### src/rtl/brk_seq_pkg.sv
package brk_seq_pkg;
  typedef enum logic [2:0] {
    OP_IDLE, OP_PUSH_PCH, OP_PUSH_PCL, OP_PUSH_ST, OP_VEC_LO, OP_VEC_HI, OP_FETCH
  } bus_op_e;

  localparam int unsigned STEP_W    = 3;
  localparam int unsigned LAST_STEP = 6;

  // step 1..6 -> bus op; interleave places vector reads between pushes
  function automatic bus_op_e op_for_step(input logic interleave, input logic [STEP_W-1:0] step);
    bus_op_e op;
    case (step)
      3'd1:    op = OP_PUSH_PCH;
      3'd2:    op = interleave ? OP_VEC_LO : OP_PUSH_PCL;
      3'd3:    op = interleave ? OP_PUSH_PCL : OP_PUSH_ST;
      3'd4:    op = interleave ? OP_VEC_HI : OP_VEC_LO;
      3'd5:    op = interleave ? OP_PUSH_ST : OP_VEC_HI;
      3'd6:    op = OP_FETCH;
      default: op = OP_IDLE;
    endcase
    return op;
  endfunction

  function automatic logic is_push(input bus_op_e op);
    return (op == OP_PUSH_PCH) || (op == OP_PUSH_PCL) || (op == OP_PUSH_ST);
  endfunction
endpackage

### src/rtl/brk_seq_ctrl.sv
module brk_seq_ctrl
  import brk_seq_pkg::*;
(
  input  logic    clk_i,
  input  logic    rst_ni,
  input  logic    start_i,
  input  logic    mode_i,
  output logic    accept_o,
  output bus_op_e op_o
);
  logic [STEP_W-1:0] step_q;
  logic              mode_q;

  assign accept_o = start_i && (step_q == '0);

  always_ff @(posedge clk_i or negedge rst_ni) begin
    if (!rst_ni) begin
      step_q <= '0;
      mode_q <= 1'b0;
    end else if (accept_o) begin
      step_q <= STEP_W'(1);
      mode_q <= mode_i;
    end else if (step_q == STEP_W'(LAST_STEP)) begin
      step_q <= '0;
    end else if (step_q != '0) begin
      step_q <= step_q + STEP_W'(1);
    end
  end

  always_comb begin
    if (step_q == '0) op_o = OP_IDLE;
    else              op_o = op_for_step(mode_q, step_q);
  end

  // sequence enters step 1 only from idle
  assert_restart_from_idle_R2: assert property (@(posedge clk_i) disable iff (!rst_ni)
    (step_q == STEP_W'(1)) |-> ($past(step_q) == '0));

  // interleaved order never writes twice in a row
  assert_no_back_to_back_wr_R5: assert property (@(posedge clk_i) disable iff (!rst_ni)
    (mode_q && is_push(op_o)) |=> !is_push(op_o));

  // fetch cycle lasts one cycle
  assert_single_fetch_R8: assert property (@(posedge clk_i) disable iff (!rst_ni)
    (op_o == OP_FETCH) |=> (op_o != OP_FETCH));
endmodule

### src/rtl/brk_seq_dp.sv
module brk_seq_dp
  import brk_seq_pkg::*;
#(
  parameter int unsigned DW         = 8,
  parameter int unsigned AW         = 2 * DW,
  parameter logic [AW-1:0] VEC_BASE = '1 - AW'(1),
  parameter logic [AW-DW-1:0] STACK_PAGE = (AW-DW)'(1)
) (
  input  logic          clk_i,
  input  logic          rst_ni,
  input  logic          accept_i,
  input  bus_op_e       op_i,
  input  logic [AW-1:0] pc_i,
  input  logic [DW-1:0] status_i,
  input  logic [DW-1:0] sp_i,
  input  logic [DW-1:0] data_i,
  output logic [AW-1:0] addr_o,
  output logic [DW-1:0] wdata_o,
  output logic          we_o,
  output logic [DW-1:0] sp_o,
  output logic          done_o
);
  logic [AW-1:0] pc_q;
  logic [DW-1:0] st_q, sp_q, vlo_q, vhi_q;
  logic [AW-1:0] add_a, add_b, add_sum;
  logic          push;

  assign push = is_push(op_i);

  // single adder: stack decrement, vector address offset, fetch address pass
  always_comb begin
    add_a = '0;
    add_b = '0;
    unique case (op_i)
      OP_PUSH_PCH, OP_PUSH_PCL, OP_PUSH_ST: begin
        add_a = {STACK_PAGE, sp_q};
        add_b = '1;
      end
      OP_VEC_LO: add_a = VEC_BASE;
      OP_VEC_HI: begin
        add_a = VEC_BASE;
        add_b = AW'(1);
      end
      OP_FETCH:  add_a = {vhi_q, vlo_q};
      default: ;
    endcase
  end
  assign add_sum = add_a + add_b;

  always_comb begin
    addr_o  = push ? {STACK_PAGE, sp_q} : add_sum;
    we_o    = push;
    done_o  = (op_i == OP_FETCH);
    unique case (op_i)
      OP_PUSH_PCH: wdata_o = pc_q[AW-1:AW-DW];
      OP_PUSH_PCL: wdata_o = pc_q[DW-1:0];
      OP_PUSH_ST:  wdata_o = st_q;
      default:     wdata_o = '0;
    endcase
  end

  always_ff @(posedge clk_i or negedge rst_ni) begin
    if (!rst_ni) begin
      pc_q  <= '0;
      st_q  <= '0;
      sp_q  <= '0;
      vlo_q <= '0;
      vhi_q <= '0;
    end else begin
      if (accept_i) begin
        pc_q <= pc_i;
        st_q <= status_i;
        sp_q <= sp_i;
      end
      if (push)               sp_q  <= add_sum[DW-1:0];
      if (op_i == OP_VEC_LO)  vlo_q <= data_i;
      if (op_i == OP_VEC_HI)  vhi_q <= data_i;
    end
  end

  assign sp_o = sp_q;

  // every write is followed by a one-step SP decrement
  assert_sp_dec_after_wr_R6: assert property (@(posedge clk_i) disable iff (!rst_ni)
    we_o |=> (sp_o == DW'($past(sp_o) - DW'(1))));

  // writes land in the stack page
  assert_wr_in_stack_page_R6: assert property (@(posedge clk_i) disable iff (!rst_ni)
    we_o |-> (addr_o[AW-1:DW] == STACK_PAGE));

  // high vector read sits one above the base
  assert_vec_hi_addr_R7: assert property (@(posedge clk_i) disable iff (!rst_ni)
    (op_i == OP_VEC_HI) |-> (addr_o == VEC_BASE + AW'(1)) && !we_o);

  // fetch never writes
  assert_fetch_no_wr_R8: assert property (@(posedge clk_i) disable iff (!rst_ni)
    done_o |-> !we_o);
endmodule

### src/rtl/brk_seq.sv
module brk_seq
  import brk_seq_pkg::*;
#(
  parameter int unsigned DW = 8,
  parameter int unsigned AW = 2 * DW
) (
  input  logic          clk_i,
  input  logic          rst_ni,
  input  logic          start_i,
  input  logic          mode_i,
  input  logic [AW-1:0] pc_i,
  input  logic [DW-1:0] status_i,
  input  logic [DW-1:0] sp_i,
  input  logic [DW-1:0] data_i,
  output logic [AW-1:0] addr_o,
  output logic [DW-1:0] wdata_o,
  output logic          we_o,
  output logic [DW-1:0] sp_o,
  output logic          done_o
);
  logic    accept;
  bus_op_e op;

  brk_seq_ctrl u_ctrl (
    .clk_i    (clk_i),
    .rst_ni   (rst_ni),
    .start_i  (start_i),
    .mode_i   (mode_i),
    .accept_o (accept),
    .op_o     (op)
  );

  brk_seq_dp #(.DW(DW), .AW(AW)) u_dp (
    .clk_i    (clk_i),
    .rst_ni   (rst_ni),
    .accept_i (accept),
    .op_i     (op),
    .pc_i     (pc_i),
    .status_i (status_i),
    .sp_i     (sp_i),
    .data_i   (data_i),
    .addr_o   (addr_o),
    .wdata_o  (wdata_o),
    .we_o     (we_o),
    .sp_o     (sp_o),
    .done_o   (done_o)
  );

  // idle bus is quiet
  assert_idle_quiet_R1: assert property (@(posedge clk_i) disable iff (!rst_ni)
    (op == OP_IDLE) |-> (!we_o && !done_o && addr_o == '0));
endmodule

### config.mk
export PLATFORM = sky130hd
export DESIGN_NAME = brk_seq
export DESIGN_NICKNAME = d
export VERILOG_FILES = /design/src/rtl/brk_seq_pkg.sv /design/src/rtl/brk_seq_ctrl.sv /design/src/rtl/brk_seq_dp.sv /design/src/rtl/brk_seq.sv
export SDC_FILE = /design/constraint.sdc
export NUM_CORES = 1
export LEC_CHECK = 0
export ABC_AREA = 1
export BUFFER_PORTS_ARGS = -buffer_cell sky130_fd_sc_hd__buf_2
export CORE_ASPECT_RATIO = 1.4
export CORE_UTILIZATION = 40
export CTS_BUF_LIST = sky130_fd_sc_hd__clkbuf_4 sky130_fd_sc_hd__clkbuf_8 sky130_fd_sc_hd__clkbuf_16
export DETAILED_ROUTE_END_ITERATION = 10
export SLEW_MARGIN = 0
export SYNTH_ARGS = -nofsm -noshare
export SYNTH_HDL_FRONTEND = slang
export SYNTH_SLANG_ARGS = --single-unit
export TNS_END_PERCENT = 50
### constraint.sdc
create_clock -name clk_i -period 4.68 [get_ports clk_i]
set_input_delay 0.936 -clock clk_i [delete_from_list [all_inputs] [get_ports clk_i]]
set_output_delay 0.936 -clock clk_i [all_outputs]
set_load 0.02 [all_outputs]
==> results.txt <==
* Number of register bits inferred by synthesis: 52
- Setup violations remaining at the end of the flow were counted as 0.
* Fin crit share: between 90% and 100%
* Wire length of the first global-routing pass: about 14 mm
- The synthesized netlist contains 36 unique library cells.
- Fillcell total: approximately 830
- The cell that appears most often on the critical path is nand2_1.
* Multi-input gate area: around 1900 um2
- The critical path in this run is classified as flop to primary output.
* Yosys top cell by area: dfrtp_1
- Post-synthesis cell area: between 3000 and 4000 um2
- Number of buffers created by CTS: 5
- STA puts the critical path data required time at around 3.7 ns.
* Average wire per standard cell: about 13 um
- Hold Worst Slack: between 0.4 and 0.5 ns
- In this run the clock root is driven by a clkbuf_16.
- Synthesized area per cell: about 7.3 um2
- Count of pins on the block boundary: slightly below 80
- Total nets after synthesis: ~520
- For the worst-skew pair, the clock arrives at the later sink with an insertion delay of between 0.2 and 0.3 ns.
- CP max stage delay: about 0.44 ns
- The top cell types in the final layout, fill and taps aside, are nand2_1 (173), buf_2 (75), dfrtp_1 (51).
- Relative max-transition margin: 34.1%
* Critical Path Start Type: flop
- Counting every sink on the clock net gives 52.
- Result of the run: complete, no violations
* Synth-to-layout area growth: 24.1%
* Final cell count without fillers: between 600 and 700
- CP arrival: 3.55 ns
- The worst path needs about 4.5 ns of the cycle, external delays included.
* Vias post-DR: 3212
- CTS tree: built
* Final-report max-slew violation count: 0
* DRC violation count after routing: 0
- Antenna violations before repair: 0
- The initialized floorplan defines 39 standard-cell rows.
* Cells after DPL: about 630
* Met3 Resource Use GR: under 10%
- For this design, the CTS-stage hold fixing added 0 buffers.
- Chain of cells forming the critical path: nand2_2 > inv_1 > ha_1 > inv_2 > nand2_2 > nand2_4 > nand2_4 > nand2_4 > inv_2 > buf_4 > nand2_1 > o211ai_1 > ha_1 > nand2_1 > a21oi_1 > nand3b_1 > nand3_2 > nand2_1 > nand2_1 > nand3_1 > nand2_1 > nor2_1 > buf_4
- The first TritonRoute pass finished after 4 iterations.
- During placement, the flow inserted port buffers numbering just under 80.
- Storage element area: between 1000 and 1500 um2
- Die Y-Extent: roughly 110 um
- met2 is the most crowded layer.
* Top-area cell type share of the netlist area: between 30% and 40%
* Setup crit end kind: primary output
- Detailed-route wire length: approximately 8.6 mm
- Setup Skew: about 0.0074 ns
- The count of nets left with antenna violations once routing finished came out at 0.
* Most common cell after layout, fill and taps aside: nand2_1
- Number of global-route vias before repair: a little under 3000
* Buffer levels on the longest clock path: 2
- Number of failing hold endpoints at the final stage: 0
* Share of the yosys chip area belonging to registers: between 30% and 40%
- Along the worst path, the maximum fanout reaches 17.
- Antenna diode count: 0
* Met2 demand-to-capacity share in global routing: a little under two fifths
* Number of nets in the final layout: 605
- Estimated wirelength of the detail-placed design: roughly 6.4 mm
* Total overflow reported by the global router: 0
- The tool flagged a number of max-cap violations equal to 0.
- Maximum frequency from static timing analysis: ~220 MHz
* Die Area: 8730 um2
* Initial cell density of the core: about two fifths
* Crit-path slowest cell: dfrtp_2
* H-Tree Level Count: 2
* Crit path buf inv count: 5
* Yosys warnings: 0
* Placeable core region: 8150 um2
* GP Congestion: just over 0.8
* Met1 Track Usage GR: between 20% and 30%
- Family with the most delay on the worst path: simple AND/OR/NAND/NOR gates
* Pin count of the biggest net entering global routing: 53
- Count of mapped cells out of synthesis: about 460
- The die is roughly 79 um wide.
* Top post-synthesis cells by area: dfrtp_1 (39%), nand2_1 (20%), ha_1 (5.6%), a21oi_1 (4.3%), inv_1 (4.2%)
* Share of layout cells above drive strength 1: a little over a quarter
- Pin slew with the least headroom to its limit: a little under 1 ns
* Total Negative Setup Slacks: 0 ns
* Total global-route track usage: 20.2%
- The min-delay analysis places its worst path in the category flop to flop.
- Clock-pin slew on the worst setup and hold paths: roughly 0.070 ns
- Number of DRC violations after detailed-routing iteration 0: around 120
- Using the TritonRoute via totals, the vias-per-cell ratio works out to between 4 and 5.
what timing repair did:
item                                    4_1_cts  5_1_grt
buffers inserted                              0       11
gates resized for setup                       1       22
pin swaps                                     0       12
endpoints found under the setup margin        3        8
cell usage after synthesis, drive strengths merged:
master,n
dfrtp,52
inv,41
nand4,4
a21boi,1
xor2,5
a21oi,29
mux2,7
nand2,182
o211ai,7
nor2,24
o21a,3
nand3,29
o221ai,1
o31ai,1
fa,1
ha,15
nor3,8
buf,6
o21bai,2
xnor2,2
o21ai,28
nand3b,1
clkbuf,6
cell type report:
cell class                 count  area share [%]
tap                          102            3.08
clock buffer                   5            3.02
multi-input combinational    350            45.5
sequential                    52            31.4
timing repair buffer          95            12.8
clock inverter                 3           0.513
inverter                      41            3.77
metal layers:
| metal | share of wire [%] | up-vias |
|---|---|---|
| met5 | 0 | - |
| met4 | 1.9 | 0 |
| met3 | 3.8 | 15 |
| met2 | 52 | 78 |
| met1 | 42 | 1466 |
| li1 | - | 1653 |
flip-flops by register name, summed over array words and instances, names as in the netlist:
register	flops
u_ctrl.mode_q	1
u_dp.vlo_q	8
u_dp.st_q	8
u_dp.vhi_q	8
u_ctrl.step_q	3
u_dp.pc_q	16
u_dp.sp_o	8
cells by family (layout without fill, tap and decap cells):
family	after synthesis	after routing	share of synthesized area, %
AOI/OAI and AO/OA	72	72	12.1
xor gates and xnor gates	7	7	1.83
adders and majority gates	16	16	6.21
buffers and inverters	53	144	6.48
DFF	52	52	38.9
muxes	7	7	2.36
and+or+nand+nor	248	248	32.1
path summary, 6_finish.rpt:
check                                              from                           end  slack (ns)  depth (start not counted)
max                        u_ctrl.step_q[0]$_DFFE_PN0P_                    addr_o[13]        0.19                         23
min                           u_dp.pc_q[14]$_DFFE_PN0P_     u_dp.pc_q[14]$_DFFE_PN0P_        0.48                          2
max reg2reg                u_ctrl.step_q[0]$_DFFE_PN0P_      u_dp.sp_o[7]$_DFFE_PN0P_        1.50                         21
min reg2reg                   u_dp.pc_q[14]$_DFFE_PN0P_     u_dp.pc_q[14]$_DFFE_PN0P_        0.48                          2
max in group asynchronous                        rst_ni  u_ctrl.step_q[0]$_DFFE_PN0P_        3.46                          2
min in group asynchronous                        rst_ni      u_dp.sp_o[1]$_DFFE_PN0P_        0.76                          2
metrics by stage:
stage / worst slack (ns) / area (um2) / utilization [%]
after floorplan: 0.283 / 3340 / -
after global placement: 0.294 / 3850 / 47.2
after detailed placement: 0.180 / 3850 / 47.2
after CTS: 0.00175 / 3990 / 49.0
after global routing: -0.0906 / 4150 / 50.9
final: 0.194 / 4150 / 50.9
worst register-to-register path, stage by stage, from the launching register on:
cell,delay [ns]
dfrtp_2,0.44
nand2_2,0.11
inv_1,0.05
ha_1,0.20
inv_2,0.09
nand2_2,0.10
nand2_4,0.12
nand2_4,0.08
nand2_4,0.08
inv_2,0.05
buf_6,0.14
nand2_1,0.08
o211ai_1,0.09
ha_1,0.38
a21oi_1,0.18
nand2_2,0.09
nand4_1,0.08
nand3b_1,0.16
buf_4,0.18
xnor2_1,0.18
o21ai_1,0.08
o21a_1,0.11
Power is not shown: default switching activity piles up to over one toggle a cycle in this logic, so the estimate is an artifact.
